`src/rtl/ioint_regs_pkg.sv`:
```
package ioint_regs_pkg;

  localparam int IDX_W        = 8;
  localparam int VEC_W        = 8;
  localparam int IDX_ID       = 8'h00;
  localparam int IDX_VER      = 8'h01;
  localparam int IDX_ARB      = 8'h02;
  localparam int IDX_ENT_BASE = 8'h10;

  localparam int BIT_DYN  = 8;
  localparam int BIT_LVL  = 9;
  localparam int BIT_MASK = 16;

  typedef enum logic [2:0] {
    K_NONE,
    K_ID,
    K_VER,
    K_ARB,
    K_ENT_LO,
    K_ENT_HI
  } kind_e;

  function automatic kind_e idx_kind(input logic [IDX_W-1:0] idx, input int n_ent);
    int i;
    i = int'(idx);
    if (i == IDX_ID)  return K_ID;
    if (i == IDX_VER) return K_VER;
    if (i == IDX_ARB) return K_ARB;
    if (i >= IDX_ENT_BASE && i < IDX_ENT_BASE + 2 * n_ent)
      return idx[0] ? K_ENT_HI : K_ENT_LO;
    return K_NONE;
  endfunction

  function automatic logic [IDX_W-1:0] entry_of(input logic [IDX_W-1:0] idx);
    return (idx - IDX_W'(IDX_ENT_BASE)) >> 1;
  endfunction

  function automatic logic [31:0] version_word(input logic [7:0] ver, input int n_ent);
    return {8'h00, 8'(n_ent - 1), 8'h00, ver};
  endfunction

  function automatic logic [31:0] lo_word(input logic [VEC_W-1:0] vec,
                                          input logic dyn, input logic lvl,
                                          input logic msk);
    logic [31:0] w;
    w = 32'(vec);
    w[BIT_DYN]  = dyn;
    w[BIT_LVL]  = lvl;
    w[BIT_MASK] = msk;
    return w;
  endfunction

endpackage

```
`src/rtl/ioint_win_decode.sv`:
```
module ioint_win_decode
  import ioint_regs_pkg::*;
#(
  parameter int N_ENT = 16,
  parameter int ENT_W = $clog2(N_ENT)
) (
  input  logic [IDX_W-1:0] sel_i,
  input  logic             win_wr_i,
  output kind_e            kind_o,
  output logic [ENT_W-1:0] ent_o,
  output logic             id_we_o,
  output logic [N_ENT-1:0] lo_we_o,
  output logic [N_ENT-1:0] hi_we_o
);

  always_comb begin
    kind_o  = idx_kind(sel_i, N_ENT);
    ent_o   = ENT_W'(entry_of(sel_i));
    id_we_o = win_wr_i && (kind_o == K_ID);
    lo_we_o = '0;
    hi_we_o = '0;
    if (win_wr_i && kind_o == K_ENT_LO) lo_we_o[ent_o] = 1'b1;
    if (win_wr_i && kind_o == K_ENT_HI) hi_we_o[ent_o] = 1'b1;
  end

endmodule

```
`src/rtl/ioint_id_block.sv`:
```
module ioint_id_block #(
  parameter int ID_W = 4
) (
  input  logic            clk,
  input  logic            rst_n,
  input  logic            id_we_i,
  input  logic [ID_W-1:0] id_wd_i,
  output logic [ID_W-1:0] id_o,
  output logic [ID_W-1:0] arb_o
);

  logic [ID_W-1:0] id_q;
  logic [ID_W-1:0] arb_q;

  // The arbitration copy is a register of its own, loaded only by ID writes.
  always_ff @(posedge clk or negedge rst_n) begin
    if (!rst_n) begin
      id_q  <= '0;
      arb_q <= '0;
    end else if (id_we_i) begin
      id_q  <= id_wd_i;
      arb_q <= id_wd_i;
    end
  end

  assign id_o  = id_q;
  assign arb_o = arb_q;

endmodule

```
`src/rtl/ioint_redir_entry.sv`:
```
module ioint_redir_entry
  import ioint_regs_pkg::*;
#(
  parameter int DEST_W = 8
) (
  input  logic              clk,
  input  logic              rst_n,
  input  logic              we_lo_i,
  input  logic              we_hi_i,
  input  logic [VEC_W-1:0]  wd_vec_i,
  input  logic              wd_dyn_i,
  input  logic              wd_lvl_i,
  input  logic              wd_mask_i,
  input  logic [DEST_W-1:0] wd_dest_i,
  output logic [31:0]       lo_word_o,
  output logic [31:0]       hi_word_o,
  output logic [VEC_W-1:0]  vec_o,
  output logic [DEST_W-1:0] dest_o,
  output logic              dyn_o,
  output logic              lvl_o,
  output logic              mask_o
);

  logic [VEC_W-1:0]  vec_q;
  logic [DEST_W-1:0] dest_q;
  logic              dyn_q, lvl_q, mask_q;

  // Only the defined fields are stored; reserved bits have no flops.
  always_ff @(posedge clk or negedge rst_n) begin
    if (!rst_n) begin
      vec_q  <= '0;
      dyn_q  <= 1'b0;
      lvl_q  <= 1'b0;
      mask_q <= 1'b1;
    end else if (we_lo_i) begin
      vec_q  <= wd_vec_i;
      dyn_q  <= wd_dyn_i;
      lvl_q  <= wd_lvl_i;
      mask_q <= wd_mask_i;
    end
  end

  always_ff @(posedge clk or negedge rst_n) begin
    if (!rst_n)       dest_q <= '0;
    else if (we_hi_i) dest_q <= wd_dest_i;
  end

  assign lo_word_o = lo_word(vec_q, dyn_q, lvl_q, mask_q);
  assign hi_word_o = 32'(dest_q);
  assign vec_o     = vec_q;
  assign dest_o    = dest_q;
  assign dyn_o     = dyn_q;
  assign lvl_o     = lvl_q;
  assign mask_o    = mask_q;

endmodule

```
`src/rtl/ioint_rd_mux.sv`:
```
module ioint_rd_mux
  import ioint_regs_pkg::*;
#(
  parameter int         N_ENT   = 16,
  parameter int         ID_W    = 4,
  parameter logic [7:0] VERSION = 8'h11,
  parameter int         ENT_W   = $clog2(N_ENT)
) (
  input  kind_e            kind_i,
  input  logic [ENT_W-1:0] ent_i,
  input  logic [ID_W-1:0]  id_i,
  input  logic [ID_W-1:0]  arb_i,
  input  logic [31:0]      lo_i [N_ENT],
  input  logic [31:0]      hi_i [N_ENT],
  output logic [31:0]      rdata_o
);

  always_comb begin
    unique case (kind_i)
      K_ID:     rdata_o = 32'(id_i);
      K_VER:    rdata_o = version_word(VERSION, N_ENT);
      K_ARB:    rdata_o = 32'(arb_i);
      K_ENT_LO: rdata_o = lo_i[ent_i];
      K_ENT_HI: rdata_o = hi_i[ent_i];
      default:  rdata_o = '0;
    endcase
  end

endmodule

```
`src/rtl/ioint_regfile.sv`:
```
module ioint_regfile
  import ioint_regs_pkg::*;
#(
  parameter int         N_ENT   = 16,
  parameter int         ID_W    = 4,
  parameter int         DEST_W  = 8,
  parameter logic [7:0] VERSION = 8'h11
) (
  input  logic                    clk,
  input  logic                    rst_n,
  input  logic                    bus_wr,
  input  logic                    bus_addr,
  input  logic [31:0]             bus_wdata,
  output logic [31:0]             bus_rdata,
  output logic [ID_W-1:0]         arb_id_o,
  output logic [N_ENT*VEC_W-1:0]  ent_vector_o,
  output logic [N_ENT*DEST_W-1:0] ent_dest_o,
  output logic [N_ENT-1:0]        ent_level_o,
  output logic [N_ENT-1:0]        ent_dynamic_o,
  output logic [N_ENT-1:0]        ent_mask_o
);

  localparam int ENT_W = (N_ENT > 1) ? $clog2(N_ENT) : 1;

  // Named internal events, visible to the bound checker.
  logic [IDX_W-1:0] sel_q;
  logic             sel_wr;
  logic             win_wr;
  kind_e            kind;
  logic [ENT_W-1:0] ent_sel;
  logic             id_we;
  logic [N_ENT-1:0] lo_we, hi_we;
  logic [ID_W-1:0]  id_val;
  logic [31:0]      win_rdata;
  logic [31:0]      lo_words [N_ENT];
  logic [31:0]      hi_words [N_ENT];
  logic             unused_wbits;

  assign sel_wr       = bus_wr && !bus_addr;
  assign win_wr       = bus_wr && bus_addr;
  assign unused_wbits = ^{bus_wdata[31:BIT_MASK+1], bus_wdata[BIT_MASK-1:BIT_LVL+1]};

  always_ff @(posedge clk or negedge rst_n) begin
    if (!rst_n)      sel_q <= '0;
    else if (sel_wr) sel_q <= bus_wdata[IDX_W-1:0];
  end

  ioint_win_decode #(.N_ENT(N_ENT), .ENT_W(ENT_W)) u_dec (
    .sel_i    (sel_q),
    .win_wr_i (win_wr),
    .kind_o   (kind),
    .ent_o    (ent_sel),
    .id_we_o  (id_we),
    .lo_we_o  (lo_we),
    .hi_we_o  (hi_we)
  );

  ioint_id_block #(.ID_W(ID_W)) u_id (
    .clk     (clk),
    .rst_n   (rst_n),
    .id_we_i (id_we),
    .id_wd_i (bus_wdata[ID_W-1:0]),
    .id_o    (id_val),
    .arb_o   (arb_id_o)
  );

  for (genvar g = 0; g < N_ENT; g++) begin : g_ent
    ioint_redir_entry #(.DEST_W(DEST_W)) u_ent (
      .clk       (clk),
      .rst_n     (rst_n),
      .we_lo_i   (lo_we[g]),
      .we_hi_i   (hi_we[g]),
      .wd_vec_i  (bus_wdata[VEC_W-1:0]),
      .wd_dyn_i  (bus_wdata[BIT_DYN]),
      .wd_lvl_i  (bus_wdata[BIT_LVL]),
      .wd_mask_i (bus_wdata[BIT_MASK]),
      .wd_dest_i (bus_wdata[DEST_W-1:0]),
      .lo_word_o (lo_words[g]),
      .hi_word_o (hi_words[g]),
      .vec_o     (ent_vector_o[g*VEC_W +: VEC_W]),
      .dest_o    (ent_dest_o[g*DEST_W +: DEST_W]),
      .dyn_o     (ent_dynamic_o[g]),
      .lvl_o     (ent_level_o[g]),
      .mask_o    (ent_mask_o[g])
    );
  end

  ioint_rd_mux #(.N_ENT(N_ENT), .ID_W(ID_W), .VERSION(VERSION), .ENT_W(ENT_W)) u_mux (
    .kind_i  (kind),
    .ent_i   (ent_sel),
    .id_i    (id_val),
    .arb_i   (arb_id_o),
    .lo_i    (lo_words),
    .hi_i    (hi_words),
    .rdata_o (win_rdata)
  );

  assign bus_rdata = bus_addr ? win_rdata : 32'(sel_q);

endmodule

```
`config.mk`:
```
export PLATFORM = sky130hd
export DESIGN_NAME = ioint_regfile
export DESIGN_NICKNAME = d
export VERILOG_FILES = /design/src/rtl/ioint_regs_pkg.sv /design/src/rtl/ioint_win_decode.sv /design/src/rtl/ioint_id_block.sv /design/src/rtl/ioint_redir_entry.sv /design/src/rtl/ioint_rd_mux.sv /design/src/rtl/ioint_regfile.sv
export SDC_FILE = /design/constraint.sdc
export NUM_CORES = 1
export LEC_CHECK = 0
export BUFFER_PORTS_ARGS = -buffer_cell sky130_fd_sc_hd__buf_2
export CORE_UTILIZATION = 45
export CTS_CLUSTER_DIAMETER = 150
export DETAILED_ROUTE_END_ITERATION = 10
export HOLD_SLACK_MARGIN = 0.08
export PLACE_DENSITY_LB_ADDON = 0.25
export SYNTH_ARGS = -nofsm -noshare
export SYNTH_HDL_FRONTEND = slang
export SYNTH_SLANG_ARGS = --single-unit
```
`constraint.sdc`:
```
create_clock -name clk -period 7.3 [get_ports clk]
set_input_delay 0.73 -clock clk [delete_from_list [all_inputs] [get_ports clk]]
set_output_delay 0.73 -clock clk [all_outputs]
set_load 0.01 [all_outputs]
```
==> results.md, run 1 <==
- First-pass DRT Iterations: 5
- Row cnt: 66
- Synth top area share: 0.497
- Clock buffers created by TritonCTS: 37
- Most frequent cell after synthesis: mux2_2
- Post-Syn Area: 15100 um2
- Clk slew on worst S/H paths: about 0.06 ns
- Critical path's slowest cell: dfrtp_4
- Tightest Hold Check Type: in2async
- LEAKAGE: 9.49 nW
- Post-CTS Setup Bufs: 0
- Routed WL: 45.6 mm
- Avg Cell Area, Syn: ~15 um2
- Synth Register Bits: 316
- Clock Skews: around 0.014 ns
- Total gr overflow: 0
- Worst endpoint required time: around 6.6 ns
- YS warnings: 0
- Vias per inst: between 5 and 6
- Critical Path Source Type: flip-flop
- Crit end category: primary output
- Gr busiest metal: met2
- RSZ-0062 raised after global routing: no
- Synth top cells by count: mux2_2 (307), dfrtp_1 (300), mux4_2 (87), buf_4 (69), clkbuf_1 (54)
- DP Area: 16700 um2
- Final slew viol count: 0
- Cts hold-fix bufs: 0
- Status: completed
- CTS tree: yes
- Post-route ant nets: 0
- Synth area leaders: dfrtp_1 (50%), mux2_2 (23%), mux4_2 (13%), buf_4 (3.4%), dfstp_2 (2.8%)
- Cell taking the most area after synthesis: dfrtp_1
- MaxCap Viol Count: 0
- CTS Buffer Depth: 3
- Detailed Route Iter0 Violations: 688
- Sequential power share: 0.438
- Ys flop type: dfrtp_1
- Worst-Margin Slew: ~1.1 ns
- GRT Resource Usage Total: 0.266
- Worst-Skew Late Latency: 0.52 ns
- CP Max Fanout: 48
- CP bufs+invs: 2
- RR Startpoint: sel_q[2]
- Crit path DAT: 3.88 ns
- Layout cells sized above 1: 0.650
- Setup TNS: 0 ns
- Gate power share: 0.168
- WS Path Type: reg2out
- Port Buf Inserts: about 340
- Largest net degree at the start of global routing: 122
- Area Growth Syn to Fin: 18.7%
- Sequential share of the synthesized area: 0.525
- CTS Sinks: 316
- Final core occ: 0.547
- Sw Share: 0.276
- Synth unique cells: 42
- Die Area: around 34000 um2
- Final setup fails: 0
- Starting Density: 0.461
- CORE AREA: around 33000 um2
- M3 GR Usage: 0.0637
- Post-Synthesis Cells: 1006
- Async SR Flop Fraction: 1.00
- Sw power: 1.34 mW
- Final worst path period share: 0.631
- Wire length per cell: 26.4 um
- Die Span X: 185 um
- Final hold vios: 0
- GR Util met1: 0.368
- Via count: between 9000 and 10000
- Maximum vdd drop: about 0.00019 V
- Fillers: 2772
- Critical Path Most Common Cell: mux4_2
- Global-route wire length before repair: 65.9 mm
- P_int: around 3.5 mW
- NumNets Final: around 1300
- Critical Path Source: sel_q[1]
- P per Cell Area: between 200 and 300 nW/um2
- Post-layout min period: 4.61 ns
- Antenna diode count: 0
- Finished Layout Cells: about 1700
- Post-CTS Resized: 0
- Peak Freq: 0.217 GHz
- Post-synth EDFFs: 0
- Clock root buffer master: clkbuf_16
- Residual DRC: 0
- Largest delay contributor family on the critical path: multiplexers
- Clk network pwr share: 0.393
- Vias in the first global route: 9716
- Final std cell area, no fill: 17900 um2
- GRT met2 Usage: 0.423
- Cell Chain, Critical Path: buf_4, mux4_2, mux4_2, nand2_1, o2111ai_1, buf_2
- I/O pin cnt: 376
- Slowest Stage Delay on Critical Path: 1.01 ns
- Number of cells after detailed placement: 1664
- Slew HR: 0.235
- DPL Wire Length: 29.8 mm
- GP Congestion: 0.852
- Die Span Y: 185 um
- Htree depth: 2
- Initial antenna violation count: 0
-- power by group through the flow --
| stage | registers, mW | logic [mW] | clock network, mW |
|---|---|---|---|
| final | 2.12 | 0.815 | 1.90 |
| after global routing | 2.15 | 0.873 | 2.01 |
| after CTS | 2.12 | 0.825 | 1.94 |
| after detailed placement | 2.15 | 0.823 | 0 |
| after global placement | 2.14 | 0.814 | 0 |
| after floorplan | 2.13 | 0.508 | 0 |
-- worst paths after layout --
kind / end / slack [ns] / cells after the start
hold reg to reg: g_ent[6].u_ent.dest_o[7] / 0.52 / 1
setup / recovery: bus_rdata[5] / 2.69 / 6
setup reg to reg: g_ent[10].u_ent.vec_o[2] / 3.32 / 5
max in group asynchronous: sel_q[1] / 5.26 / 2
min in group clk: g_ent[6].u_ent.dest_o[7] / 0.52 / 1
hold / removal: g_ent[1].u_ent.dest_o[7] / 0.29 / 1
-- area by class of cell --
class / count / area [um2] / area share
clock buffer: 52 / 1060 / 0.0592
clock inverter: 13 / 191 / 0.0107
inverter: 6 / 22.5 / 0.00126
multi-input combinational: 555 / 6400 / 0.357
sequential: 316 / 7940 / 0.442
tap: 442 / 553 / 0.0308
timing repair buffer: 345 / 1770 / 0.0988
-- stage by stage --
step                      power [mW]  hold WS (ns)  worst slack (ns)
after CTS                       4.89         0.337              2.59
after global routing            5.03         0.358              2.44
after global placement          2.95         0.498              3.17
final                           4.84         0.290              2.69
after floorplan                 2.64         0.434              4.27
after detailed placement        2.97         0.510              3.15
-- per-layer routing --
metal | part of all wire | wire length, um | vias to the layer above
met3 | 0.076 | 3470 | 73
li1 | - | - | 4142
met5 | 0 | 0 | -
met2 | 0.48 | 22000 | 399
met1 | 0.42 | 19300 | 5222
met4 | 0.020 | 916 | 0
-- flip-flops by register name, indices dropped and copies added, names as in the netlist --
name,flops
u_id.id_o,4
g_ent.u_ent.lvl_o,16
sel_q,8
g_ent.u_ent.dyn_o,16
g_ent.u_ent.dest_o,128
g_ent.u_ent.mask_o,16
g_ent.u_ent.vec_o,128
-- layout by cell type, fill, tap and decap left out, drive strengths merged, types with 7 or more instances in the layout --
cell	instances
buf	345
mux2	320
dfrtp	300
mux4	87
clkbuf	52
nand2	38
conb	18
nor2	17
dfstp	16
nand4	9
clkinv	8
nor3	7
inv	7
-- cells by family (layout without fill, tap and decap cells) --
family	count (synthesis)	count (layout)	share of synthesized area
XOR/XNOR	1	1	0.000580
AO/OA/AOI/OAI	26	26	0.0121
buffers and inverters	152	416	0.0569
multiplexers	412	412	0.374
AND/OR/NAND/NOR	98	98	0.0316
other	1	18	0.000248
flip-flops	316	316	0.525
(Power assumes the default switching activity.)
==> inputs of run 2 (changes only) <==
Clock period 7.3 ns to 4.3 ns, I/O delays scaled along.
==> run 2 against run 1 <==
Worst setup slack got worse by 2.1 ns. Final cell count is 0.93% higher. Critical path depth stayed put. Clock power rose by 66%. Register-to-register slack got worse by 2.2 ns. Hold slack improved by 0.078 ns. Clock skew up 0.0063 ns. Clock-buffer cell count is 7 higher.
==> results.md, run 2 (synthesis gave the netlist of run 1 again) <==
- CTS Buffer Depth: 3
- Critical path's slowest cell: dfrtp_4
- Final core occ: 0.551
- Vias in the first global route: a little under 10000
- Layout cells sized above 1: 0.651
- Hold path depth: 2
- FF-to-FF path depth: 4
- GRT Resource Usage Total: 0.267
- RSZ-0062 raised after global routing: no
- Leading cell type in the layout, fill and taps excluded: buf_2
- Starting Density: 0.461
- Sw Share: 0.275
- Commonest cells after routing, fill and taps aside: buf_2 (335), mux2_2 (307), dfrtp_1 (296)
- Maximum vdd drop: a little under 0.0003 V
- Die Span Y: 185 um
- Tightest Hold Check Type: in2reg
- Die Span X: 185 um
- Crit path DAT: 3.31 ns
- First-pass DRT Iterations: 7
- Post-layout min period: between 3 and 4 ns
- Cell Chain, Critical Path: buf_4, mux4_2, mux4_2, nand2_1, o2111ai_1, buf_2
- Global-route wire length before repair: between 60 and 70 mm
- Worst-Margin Slew: roughly 1.2 ns
- Row cnt: 66
- LEAKAGE: ~9.5 nW
- Area of the multi-input gates: 6400 um2
- Hold_ws: 0.368 ns
- Slowest Stage Delay on Critical Path: 0.90 ns
- Detailed Route Iter0 Violations: 664
- P per Cell Area: 452 nW/um2
- WS Path Type: reg2out
- Final worst path period share: 0.871
- Clock Skews: 0.0206 ns
- Reg2reg end: g_ent[0].u_ent.vec_o[3]
- Final slew viol count: 0
- Peak Freq: 0.267 GHz
- Worst endpoint required time: 3.87 ns
- Vias per inst: 5.60
- Clk slew on worst S/H paths: around 0.060 ns
- Initial antenna violation count: 2
- Hold Path Sink: g_ent[9].u_ent.lvl_o
- Final WS setup: 0.555 ns
- Largest net degree at the start of global routing: between 100 and 150
- NumNets Final: 1309
- HP Start: bus_wdata[9]
- Via count: 9772
- Final setup fails: 0
- Htree depth: 2
- Setup TNS: 0 ns
- Area Growth Syn to Fin: 19.6%
- Residual DRC: 0
- Worst-Skew Late Latency: approximately 0.52 ns
- Power, Total: 8.16 mW
- Sw power: roughly 2.2 mW
- P_int: between 5 and 6 mW
- FF+latch area: 7940 um2
- Status: completed
- CORE AREA: 32800 um2
- GP Congestion: ~0.81
- Clk network pwr share: 0.387
- CTS tree: yes
- MaxCap Viol Count: 0
- Wire length per cell: 26.0 um
- Port Buf Inserts: ~340
- R2R setup slack: 1.16 ns
- Final hold vios: 0
- CP Max Fanout: 38
- RR Startpoint: sel_q[4]
- Total gr overflow: 0
- Critical Path Source Type: flip-flop
- Fillers: 2738
- Clock root buffer master: clkbuf_16
- Pre-CTS setup slack: 1.06 ns
- Critical Path Most Common Cell: mux4_2
- Clock buffers created by TritonCTS: 37
- Post-CTS Setup Bufs: 0
- Gate power share: 0.172
- I/O pin cnt: 376
- Slew HR: 0.172
- Routed WL: around 45 mm
- Sequential power share: 0.441
- CTS Sinks: roughly 320
- Post-route ant nets: 0
- Die Area: around 34000 um2
- Crit end category: primary output
- DPL Wire Length: 30.4 mm
## run 2: how the worst max path moves through the flow
stage,startpoint,end,depth (start not counted)
floorplan,sel_q[1],bus_rdata[3],6
global placement,sel_q[1],bus_rdata[4],8
detailed placement,sel_q[1],bus_rdata[5],6
CTS,sel_q[1],bus_rdata[4],8
global route,sel_q[1],bus_rdata[1],6
finish,sel_q[1],bus_rdata[5],6
## run 2: routing by layer
layer	track usage	vias up	share of wire
li1	-	4179	-
met1	0.370	5126	0.43
met2	0.414	389	0.47
met3	0.0590	78	0.069
met4	0.0889	0	0.030
met5	0	-	0
## run 2: metrics by stage
stage / instances / instance area [um2]
after floorplan: 1023 / 15200
after global placement: 1675 / 16800
after detailed placement: 1675 / 16800
after CTS: 1743 / 18100
after global routing: 1744 / 18100
final: 1745 / 18100
## run 2: worst max-delay path, delay by kind of cell, from the launching register on
family          cells  cell delay [ns]
compound gates      1             0.13
simple gates        1             0.14
mux                 2             1.07
buf+inv             2             0.56
flops               1             0.90
## run 2: power groups by stage
stage          clock network (mW)  registers, mW  logic [mW]
2_1_floorplan                   0           3.62       0.862
3_3_place_gp                    0           3.63        1.40
3_5_place_dp                    0           3.65        1.42
4_1_cts                      3.23           3.59        1.42
5_1_grt                      3.35           3.64        1.51
6_report                     3.16           3.60        1.41
## run 2: cell type report
type / count / share of cell area
multi-input cells: 555 / 0.354
inverters: 6 / 0.00125
repair buffers: 357 / 0.105
well taps: 442 / 0.0306
clock inverters: 8 / 0.00429
diodes: 2 / 0.000277
flip-flops and latches: 316 / 0.439
clock buffers: 59 / 0.0648
## run 2: what timing repair did
| action | CTS | global route |
|---|---|---|
| hold buffers | 1 | 0 |
| resized for setup | 0 | 0 |
| hold endpoints to repair | 89 | 0 |
==> inputs of run 3 (changes only) <==
Settings changed: CORE_ASPECT_RATIO set to 1.4.
==> run 3 against run 2 <==
Final cell count about the same. Design area shrank 0.47%. Routed wire length rose by 0.48%.
==> results.md, run 3 (synthesis gave the netlist of run 1 again) <==
- Hold_ws: around 0.39 ns
- NumNets Final: 1313
- Worst-Skew Late Latency: 0.53 ns
- Critical Path Source Type: flip-flop
- Residual DRC: 0
- P per Cell Area: between 400 and 500 nW/um2
- Routed WL: 45.5 mm
- R2R setup slack: 1.10 ns
- DPL Wire Length: 31.4 mm
- Status: completed
- Clock root buffer master: clkbuf_16
- CORE AREA: 33100 um2
- Final setup fails: 0
- Die Span Y: 219 um
- Worst-Margin Slew: 1.10 ns
- Starting Density: 0.456
- Final std cell area, no fill: 18000 um2
- Initial antenna violation count: 0
- Setup TNS: 0 ns
- Post-layout min period: about 3.8 ns
- Slew HR: 0.266
- Total gr overflow: 0
- Detailed Route Iter0 Violations: 556
- Wire length per cell: 26.1 um
- CTS Sinks: 316
- RR Startpoint: sel_q[1]
- Hold Path Sink: g_ent[9].u_ent.dyn_o
- Final core occ: 0.543
- GP Congestion: 0.886
- GRT Resource Usage Total: 0.270
- Port Buf Inserts: 336
- Vias per inst: 5.62
- Worst endpoint required time: 3.87 ns
- CTS tree: yes
- Maximum vdd drop: 0.000331 V
- Final slew viol count: 0
- LEAKAGE: 9.55 nW
- Tightest Hold Check Type: in2reg
- Commonest cells after routing, fill and taps aside: buf_2 (335), mux2_2 (307), dfrtp_1 (296)
- Global-route wire length before repair: 66.4 mm
- WS Path Type: reg2out
- MaxCap Viol Count: 0
- DP Area: 16800 um2
- CP Max Fanout: 35
- Post-route ant nets: 0
- Post-CTS Resized: 0
- Via count: 9817
- Crit path DAT: 3.36 ns
- Power, Total: 8.01 mW
- Clk slew on worst S/H paths: 0.06 ns
- Vias in the first global route: 9869
- Clock buffers created by TritonCTS: 34
- Final worst path period share: 0.880
- Hold path depth: 2
- Row cnt: ~80
- Htree depth: 2
- Clock Skews: 0.0177 ns
- Crit end category: primary output
- FF-to-FF path depth: 5
- Die Area: about 34000 um2
- Largest net degree at the start of global routing: 117
- Peak Freq: 0.264 GHz
- Leading cell type in the layout, fill and taps excluded: buf_2
- First-pass DRT Iterations: 5
- HP Start: bus_wdata[8]
- RSZ-0062 raised after global routing: no
- I/O pin cnt: 376
- CTS Buffer Depth: 3
- Reg2reg end: g_ent[0].u_ent.vec_o[0]
- Antenna diode count: 0
- Die Span X: approximately 160 um
- Area Growth Syn to Fin: 19.0%
- Final hold vios: 0
- Layout cells sized above 1: 0.650
-- run 3: cell count changes in the layout (fill, tap and decap cells not counted), moves of 2 or more --
cell	delta
clkinvlp_4	-3
buf_4	+9
clkinv_2	+4
clkbuf_1	-4
nor2_2	-6
nor2_1	+6
buf_12	-2
clkbuf_16	-4
diode_2	-2
-- run 3: metal layers --
metal,wire length [um],vias to the layer above,global-route usage
met5,0,-,0
met4,1480,0,0.0944
met3,2560,80,0.0498
met2,23500,345,0.470
met1,17900,5228,0.335
li1,-,4164,-
-- run 3: final cells by class --
class	instances	area [um2]
fillers	2856	15100
flip-flops and latches	316	7940
multi-input cells	555	6390
repair buffers	364	1930
clock buffers	50	1040
well taps	445	557
clock inverters	10	110
inverters	6	22.5
-- run 3: power breakdown --
group / internal, mW / switching (mW) / total [mW]
registers: 3.28 / 0.308 / 3.59
clock network: 1.80 / 1.20 / 3.01
logic: 0.702 / 0.711 / 1.41
-- run 3: timing repair --
item                       CTS  global route
buffers inserted             0             0
hold endpoints to repair   101             0
hold buffers                 1             0
setup endpoints to repair    0             0
-- run 3: how the worst max path moves through the flow --
| stage | from | endpoint | depth (start not counted) |
|---|---|---|---|
| floorplan | sel_q[1] | bus_rdata[3] | 6 |
| global placement | sel_q[1] | bus_rdata[6] | 6 |
| detailed placement | sel_q[1] | bus_rdata[3] | 6 |
| CTS | sel_q[1] | bus_rdata[3] | 6 |
| global route | sel_q[1] | bus_rdata[3] | 6 |
| finish | sel_q[1] | bus_rdata[6] | 6 |
-- run 3: stage by stage --
step	worst slack, ns	cells
after CTS	0.423	1746
after detailed placement	0.996	1685
after global routing	0.319	1746
after floorplan	1.57	1023
after global placement	1.04	1685
final	0.515	1746
-- run 3: worst max-delay path, cell delays in order, from the launching register on --
cell and delay (ns):
dfrtp_4 0.89, buf_4 0.37, mux4_2 0.54, mux4_2 0.48, nand2_1 0.16, o2111ai_1 0.15, buf_2 0.18
